`src/rtl/idxwin_pkg.sv`:
```
package idxwin_pkg;
  typedef enum logic [1:0] {
    CYC_CMD  = 2'd0,
    CYC_ADDR = 2'd1,
    CYC_DATA = 2'd2,
    CYC_NONE = 2'd3
  } cyc_kind_e;

  typedef enum logic [1:0] {
    HIT_NONE = 2'd0,
    HIT_CTRL = 2'd1,
    HIT_DATA = 2'd2
  } hit_e;

  typedef enum logic [1:0] {
    ST_IDLE  = 2'd0,
    ST_ISSUE = 2'd1,
    ST_WAIT  = 2'd2
  } fwd_state_e;
endpackage

```
`src/rtl/idxwin_host_decode.sv`:
```
module idxwin_host_decode
  import idxwin_pkg::*;
#(
  parameter int HOST_AW  = 5,
  parameter int CTRL_OFF = 0,
  parameter int DATA_OFF = 16
) (
  input  logic [HOST_AW-1:0] host_addr,
  output hit_e               hit
);
  localparam logic [HOST_AW-1:0] CTRL_A = HOST_AW'(CTRL_OFF);
  localparam logic [HOST_AW-1:0] DATA_A = HOST_AW'(DATA_OFF);

  always_comb begin
    if (host_addr == CTRL_A)      hit = HIT_CTRL;
    else if (host_addr == DATA_A) hit = HIT_DATA;
    else                          hit = HIT_NONE;
  end
endmodule

```
`src/rtl/idxwin_addr_latch.sv`:
```
module idxwin_addr_latch
  import idxwin_pkg::*;
#(
  parameter int IADDR_W = 28,
  parameter int MAP_W   = 2,
  parameter int BANK_W  = 2
) (
  input  logic                           clk,
  input  logic                           rst,
  input  logic                           wr_en,
  input  logic [IADDR_W-1:0]             wdata,
  output logic [IADDR_W-1:0]             held,
  output logic [MAP_W-1:0]               map_sel,
  output logic [BANK_W-1:0]              bank_sel,
  output logic [IADDR_W-MAP_W-BANK_W-1:0] low_field,
  output cyc_kind_e                      cyc_kind
);
  localparam int LOW_W  = IADDR_W - MAP_W - BANK_W;
  localparam int BANK_LSB = LOW_W;
  localparam int MAP_LSB  = LOW_W + BANK_W;
  localparam logic [MAP_W-1:0] MAP_BUS = {MAP_W{1'b1}};

  always_ff @(posedge clk) begin
    if (rst)        held <= '0;
    else if (wr_en) held <= wdata;
  end

  assign map_sel   = held[MAP_LSB +: MAP_W];
  assign bank_sel  = held[BANK_LSB +: BANK_W];
  assign low_field = held[LOW_W-1:0];

  always_comb begin
    cyc_kind = CYC_NONE;
    if (map_sel == MAP_BUS) begin
      if (low_field == LOW_W'(0))      cyc_kind = CYC_CMD;
      else if (low_field == LOW_W'(1)) cyc_kind = CYC_ADDR;
      else if (low_field == LOW_W'(2)) cyc_kind = CYC_DATA;
    end
  end

  // the held address only moves on a control write
  p_latch_hold_r8: assert property (@(posedge clk) disable iff (rst)
    !wr_en |=> $stable(held));
endmodule

```
`src/rtl/idxwin_fwd.sv`:
```
module idxwin_fwd
  import idxwin_pkg::*;
#(
  parameter int IADDR_W = 28,
  parameter int DW      = 32,
  parameter int MAP_W   = 2
) (
  input  logic                  clk,
  input  logic                  rst,
  input  logic                  host_req,
  input  logic                  host_we,
  input  hit_e                  hit,
  input  logic [DW-1:0]         host_wdata,
  input  logic [IADDR_W-1:0]    held,
  input  logic [MAP_W-1:0]      map_sel,
  output logic                  ctrl_wr_en,
  output logic                  host_ack,
  output logic [DW-1:0]         host_rdata,
  output logic                  int_valid,
  input  logic                  int_ready,
  output logic                  int_write,
  output logic [IADDR_W-1:0]    int_addr,
  output logic [DW-1:0]         int_wdata,
  input  logic                  int_rsp_valid,
  input  logic [DW-1:0]         int_rsp_data,
  output logic [(1<<MAP_W)-1:0] map_strobe
);
  localparam int NMAP = 1 << MAP_W;
  localparam logic [NMAP-1:0] ONE = NMAP'(1);

  fwd_state_e state;
  logic       accept;

  assign accept     = host_req && (state == ST_IDLE);
  assign ctrl_wr_en = accept && (hit == HIT_CTRL) && host_we;

  always_ff @(posedge clk) begin
    if (rst) begin
      state      <= ST_IDLE;
      host_ack   <= 1'b0;
      host_rdata <= '0;
      int_valid  <= 1'b0;
      int_write  <= 1'b0;
      int_addr   <= '0;
      int_wdata  <= '0;
      map_strobe <= '0;
    end else begin
      host_ack <= 1'b0;
      unique case (state)
        ST_IDLE: begin
          if (accept) begin
            unique case (hit)
              HIT_CTRL: begin
                host_ack   <= 1'b1;
                host_rdata <= host_we ? '0 : {{(DW-IADDR_W){1'b0}}, held};
              end
              HIT_DATA: begin
                state      <= ST_ISSUE;
                int_valid  <= 1'b1;
                int_write  <= host_we;
                int_addr   <= held;
                int_wdata  <= host_we ? host_wdata : '0;
                map_strobe <= ONE << map_sel;
              end
              default: begin
                host_ack   <= 1'b1;
                host_rdata <= '0;
              end
            endcase
          end
        end
        ST_ISSUE: begin
          if (int_ready) begin
            int_valid  <= 1'b0;
            map_strobe <= '0;
            if (int_write) begin
              host_ack   <= 1'b1;
              host_rdata <= '0;
              state      <= ST_IDLE;
            end else begin
              state <= ST_WAIT;
            end
          end
        end
        ST_WAIT: begin
          if (int_rsp_valid) begin
            host_rdata <= int_rsp_data;
            host_ack   <= 1'b1;
            state      <= ST_IDLE;
          end
        end
        default: state <= ST_IDLE;
      endcase
    end
  end

  // request fields hold while the internal side stalls
  p_req_stable_r7: assert property (@(posedge clk) disable iff (rst)
    int_valid && !int_ready |=> int_valid && $stable(int_addr)
      && $stable(int_write) && $stable(int_wdata));

  // no acknowledge while a read response is outstanding
  p_rd_stall_r6: assert property (@(posedge clk) disable iff (rst)
    (state == ST_WAIT) && !int_rsp_valid |=> !host_ack);

  // strobe is one-hot exactly while a request is pending
  p_strobe_onehot_r11: assert property (@(posedge clk) disable iff (rst)
    $onehot0(map_strobe) && (int_valid == ($countones(map_strobe) == 1)));

  // a request arriving while busy never yields a control write
  p_busy_no_latch_r10: assert property (@(posedge clk) disable iff (rst)
    (state != ST_IDLE) |=> $stable(held) || $past(ctrl_wr_en));
endmodule

```
`src/rtl/idxwin_bridge.sv`:
```
module idxwin_bridge
  import idxwin_pkg::*;
#(
  parameter int HOST_AW  = 5,
  parameter int DW       = 32,
  parameter int IADDR_W  = 28,
  parameter int MAP_W    = 2,
  parameter int BANK_W   = 2,
  parameter int CTRL_OFF = 0,
  parameter int DATA_OFF = 16,
  localparam int LOW_W   = IADDR_W - MAP_W - BANK_W,
  localparam int NMAP    = 1 << MAP_W
) (
  input  logic               clk,
  input  logic               rst,
  input  logic               host_req,
  input  logic               host_we,
  input  logic [HOST_AW-1:0] host_addr,
  input  logic [DW-1:0]      host_wdata,
  output logic               host_ack,
  output logic [DW-1:0]      host_rdata,
  output logic               int_valid,
  input  logic               int_ready,
  output logic               int_write,
  output logic [IADDR_W-1:0] int_addr,
  output logic [DW-1:0]      int_wdata,
  input  logic               int_rsp_valid,
  input  logic [DW-1:0]      int_rsp_data,
  output logic [MAP_W-1:0]   map_sel,
  output logic [BANK_W-1:0]  bank_sel,
  output logic [LOW_W-1:0]   low_field,
  output logic [1:0]         cyc_kind,
  output logic [NMAP-1:0]    map_strobe
);
  hit_e                hit;
  logic                ctrl_wr_en;
  logic [IADDR_W-1:0]  held;
  cyc_kind_e           kind;

  idxwin_host_decode #(
    .HOST_AW(HOST_AW), .CTRL_OFF(CTRL_OFF), .DATA_OFF(DATA_OFF)
  ) u_dec (
    .host_addr(host_addr),
    .hit      (hit)
  );

  idxwin_addr_latch #(
    .IADDR_W(IADDR_W), .MAP_W(MAP_W), .BANK_W(BANK_W)
  ) u_latch (
    .clk      (clk),
    .rst      (rst),
    .wr_en    (ctrl_wr_en),
    .wdata    (host_wdata[IADDR_W-1:0]),
    .held     (held),
    .map_sel  (map_sel),
    .bank_sel (bank_sel),
    .low_field(low_field),
    .cyc_kind (kind)
  );

  idxwin_fwd #(
    .IADDR_W(IADDR_W), .DW(DW), .MAP_W(MAP_W)
  ) u_fwd (
    .clk          (clk),
    .rst          (rst),
    .host_req     (host_req),
    .host_we      (host_we),
    .hit          (hit),
    .host_wdata   (host_wdata),
    .held         (held),
    .map_sel      (map_sel),
    .ctrl_wr_en   (ctrl_wr_en),
    .host_ack     (host_ack),
    .host_rdata   (host_rdata),
    .int_valid    (int_valid),
    .int_ready    (int_ready),
    .int_write    (int_write),
    .int_addr     (int_addr),
    .int_wdata    (int_wdata),
    .int_rsp_valid(int_rsp_valid),
    .int_rsp_data (int_rsp_data),
    .map_strobe   (map_strobe)
  );

  assign cyc_kind = kind;
endmodule

```
`config.mk`:
```
export PLATFORM = sky130hd
export DESIGN_NAME = idxwin_bridge
export DESIGN_NICKNAME = d
export VERILOG_FILES = /design/src/rtl/idxwin_pkg.sv /design/src/rtl/idxwin_host_decode.sv /design/src/rtl/idxwin_addr_latch.sv /design/src/rtl/idxwin_fwd.sv /design/src/rtl/idxwin_bridge.sv
export SDC_FILE = /design/constraint.sdc
export NUM_CORES = 1
export LEC_CHECK = 0
export ABC_AREA = 1
export BUFFER_PORTS_ARGS = -buffer_cell sky130_fd_sc_hd__buf_4
export CAP_MARGIN = 40
export CORE_AREA = 2 2 109 111
export CTS_CLUSTER_DIAMETER = 50
export DETAILED_ROUTE_END_ITERATION = 16
export DIE_AREA = 0 0 111 113
export PLACE_DENSITY = 0.81
export SYNTH_ARGS = -nofsm -noshare
export SYNTH_HDL_FRONTEND = slang
export SYNTH_SLANG_ARGS = --single-unit
```
`constraint.sdc`:
```
create_clock -name clk -period 2 [get_ports clk]
set_input_delay 0.2 -clock clk [delete_from_list [all_inputs] [get_ports clk]]
set_output_delay 0.2 -clock clk [all_outputs]
set_load 0.02 [all_outputs]
```
==> run metrics <==
setup_tns=0 ps; Slew @ Worst Pin=556.7 ps; outcome=completed; combinational power share=0.338; CP max FO=32; per-cell routed wire length=15.38 um; pwr dens=1261 nW/um^2; starting density of the core=0.4860; Slew Viols, Final=0; final hold vios=0; H-tree levels=4; Startpoint Class=flip-flop; Final Routed Wirelength=16810 um; fmax=549.3 MHz; antenna violations before repair=0; Post-Syn Instances=751; Mapped Area=5478 um^2; die footprint=12540 um^2; leakage power=3.474 nW; DR vias=5669; placed cell count=1061; post-synthesis register bit count=129; Core ar.=11270 um^2; area grow syn2layout=40.27%; drc violations=0; Synth async-reset ratio=0; filler instances=965; count leader, synth=nand2_1; synth unique cells=26; Die Ht=113 um; sequential share of the synthesized area=0.4714; maxcap violations=0; clk_skew=9.997 ps; Post-synth EDFFs=0; reg2reg setup slack=180 ps; Synth top area share=0.4714; Reg clk slew, reported paths=60 ps; clock sinks=129; Syn Nets=830; Pwr Total=9.690 mW; top post-synthesis cells by area=dfxtp_1 (47%), nand2_1 (9.5%), a21oi_1 (9.0%); Slew HR=0.6283; Max IR drop VDD=856.9 uV; nets=1016; RSZ-0062 raised after global routing=false; io pins=204; # port buffers=203; Final Non-Filler Cells=1093; All-Layer GR Usage=0.2627; Flop pwr share=0.324; Post-CTS Hold Buffers=0; pre-CTS setup slack=195.5 ps; Period Utilization, post-route=0.9103; final setup fails=0; final core utilization=0.6817; largest net degree at the start of global routing=57; First DRT Iteration DRCs=547; Final WS setup=179.5 ps; NetSw=3.414 mW; grt ovf=0; cell accounting for the most synthesized area=dfxtp_1; CP Capture Type=flip-flop; share of layout cells above drive strength 1=0.2821; min cycle time layout=1821 ps; vias in the first global route=5228; clock power share=0.338; syn avg cell area=7.294 um^2; clk buf depth=2; post-route ant nets=0; WP data required=2310 ps; latest clock arrival within the worst-skew pair=420 ps; Net Sw Frac=0.3524; Final Wtd Congestion=0.8731; most instantiated cells after synthesis=nand2_1 (139), dfxtp_1 (129), a21oi_1 (99); Internal Power=6.276 mW; Die X=111 um; Site Rows=39; global-route wire length before repair=26570 um; dominant synthesized flop cell=dfxtp_1; Worst Path Arrival=2130 ps; diode count=0; TritonRoute pass-1 iters=5; HPWL Detailed=11710 um; critical path class=flip-flop to flip-flop; YS warnings=0; worst hold-check path type=input port to flip-flop; via/cell ratio=5.187; CTS Buf Count=17; CTS tree=yes; CTS Root Cell=clkbuf_16
worst paths after layout:
kind	from	endpoint	cells past startpoint
max	u_fwd.state[1]$_SDFFE_PP0P_	u_fwd.host_rdata[5]$_SDFFE_PP0P_	9
min	host_wdata[29]	u_fwd.int_wdata[29]$_SDFFE_PP0P_	3
max reg2reg	u_fwd.state[1]$_SDFFE_PP0P_	u_fwd.host_rdata[5]$_SDFFE_PP0P_	9
min reg2reg	u_fwd.int_wdata[6]$_SDFFE_PP0P_	u_fwd.int_wdata[6]$_SDFFE_PP0P_	2
cell families after synthesis:
group,share of synthesized area
and+or+nand+nor,0.2698
AOI/OAI and AO/OA,0.1437
DFF,0.4714
buffers and inverters,0.1060
adders and majority gates,0.009137
timing repair:
action                                  in CTS  in global routing
gates resized for setup                      0                  1
endpoints found under the setup margin       0                  5
endpoints found under the hold margin        0                  0
buffers inserted                             0                  0
power groups by stage:
stage	clock network [mW]	logic [mW]	registers, mW
2_1_floorplan	0	1.89	3.57
3_3_place_gp	0	3.21	3.18
3_5_place_dp	0	3.24	3.19
4_1_cts	3.31	3.26	3.14
5_1_grt	3.42	3.65	3.18
6_report	3.28	3.27	3.14
routing by layer:
metal | vias to the layer above | share of wire | global-route usage
met3 | 27 | 0.078 | 0.06749
met1 | 2572 | 0.44 | 0.3469
met5 | - | 0 | 0
met4 | 0 | 0.020 | 0.1092
met2 | 250 | 0.46 | 0.4123
li1 | 2820 | - | -
placed cells by master, fill, tap and decap left out, types with 2 or more instances in the layout:
cell type,instances
nor2_1,68
clkinv_2,3
nand2_2,2
nand2_1,139
buf_12,3
clkbuf_16,17
a21oi_1,99
nor2_4,5
dfxtp_1,129
ha_1,4
clkinv_4,3
bufinv_16,4
nand3_2,2
clkinvlp_4,2
o21ai_0,32
nand3_1,67
nand4_1,13
o21ai_1,25
nor3_1,33
buf_4,216
inv_1,69
inv_2,6
state kept, by name, indices dropped and copies added (netlist names):
register,flops
u_fwd.int_addr,28
u_fwd.int_wdata,32
u_fwd.int_write,1
u_fwd.int_valid,1
u_fwd.host_rdata,32
u_fwd.map_strobe,4
u_latch.held,28
u_fwd.state,2
u_fwd.host_ack,1
layout make-up:
cell class	count	area (um^2)	area share
Sequential cell	129	2582	0.3361
Multi-Input combinational cell	494	2320	0.3019
Timing Repair Buffer	220	1693	0.2203
Clock buffer	19	442.9	0.05765
Inverter	75	281.5	0.03664
Clock inverter	13	185.2	0.02410
Tap cell	143	178.9	0.02329
critical path, stage by stage, from the launching register on:
cell,delay (ps)
dfxtp_1,370
inv_1,90
ha_1,290
nand2_1,100
o21ai_1,110
nor2_4,130
buf_4,310
nand3_1,130
nor2_1,110
nor2_1,50
through the flow:
step	hold WS, ps	cell area, um^2
detailed placement	451.3	7052
global route	70.33	7684
finish	66.40	7684
floorplan	364.4	5478
global placement	447.6	7052
CTS	52.70	7680
No activity file was read; power rests on OpenSTA's default activity.
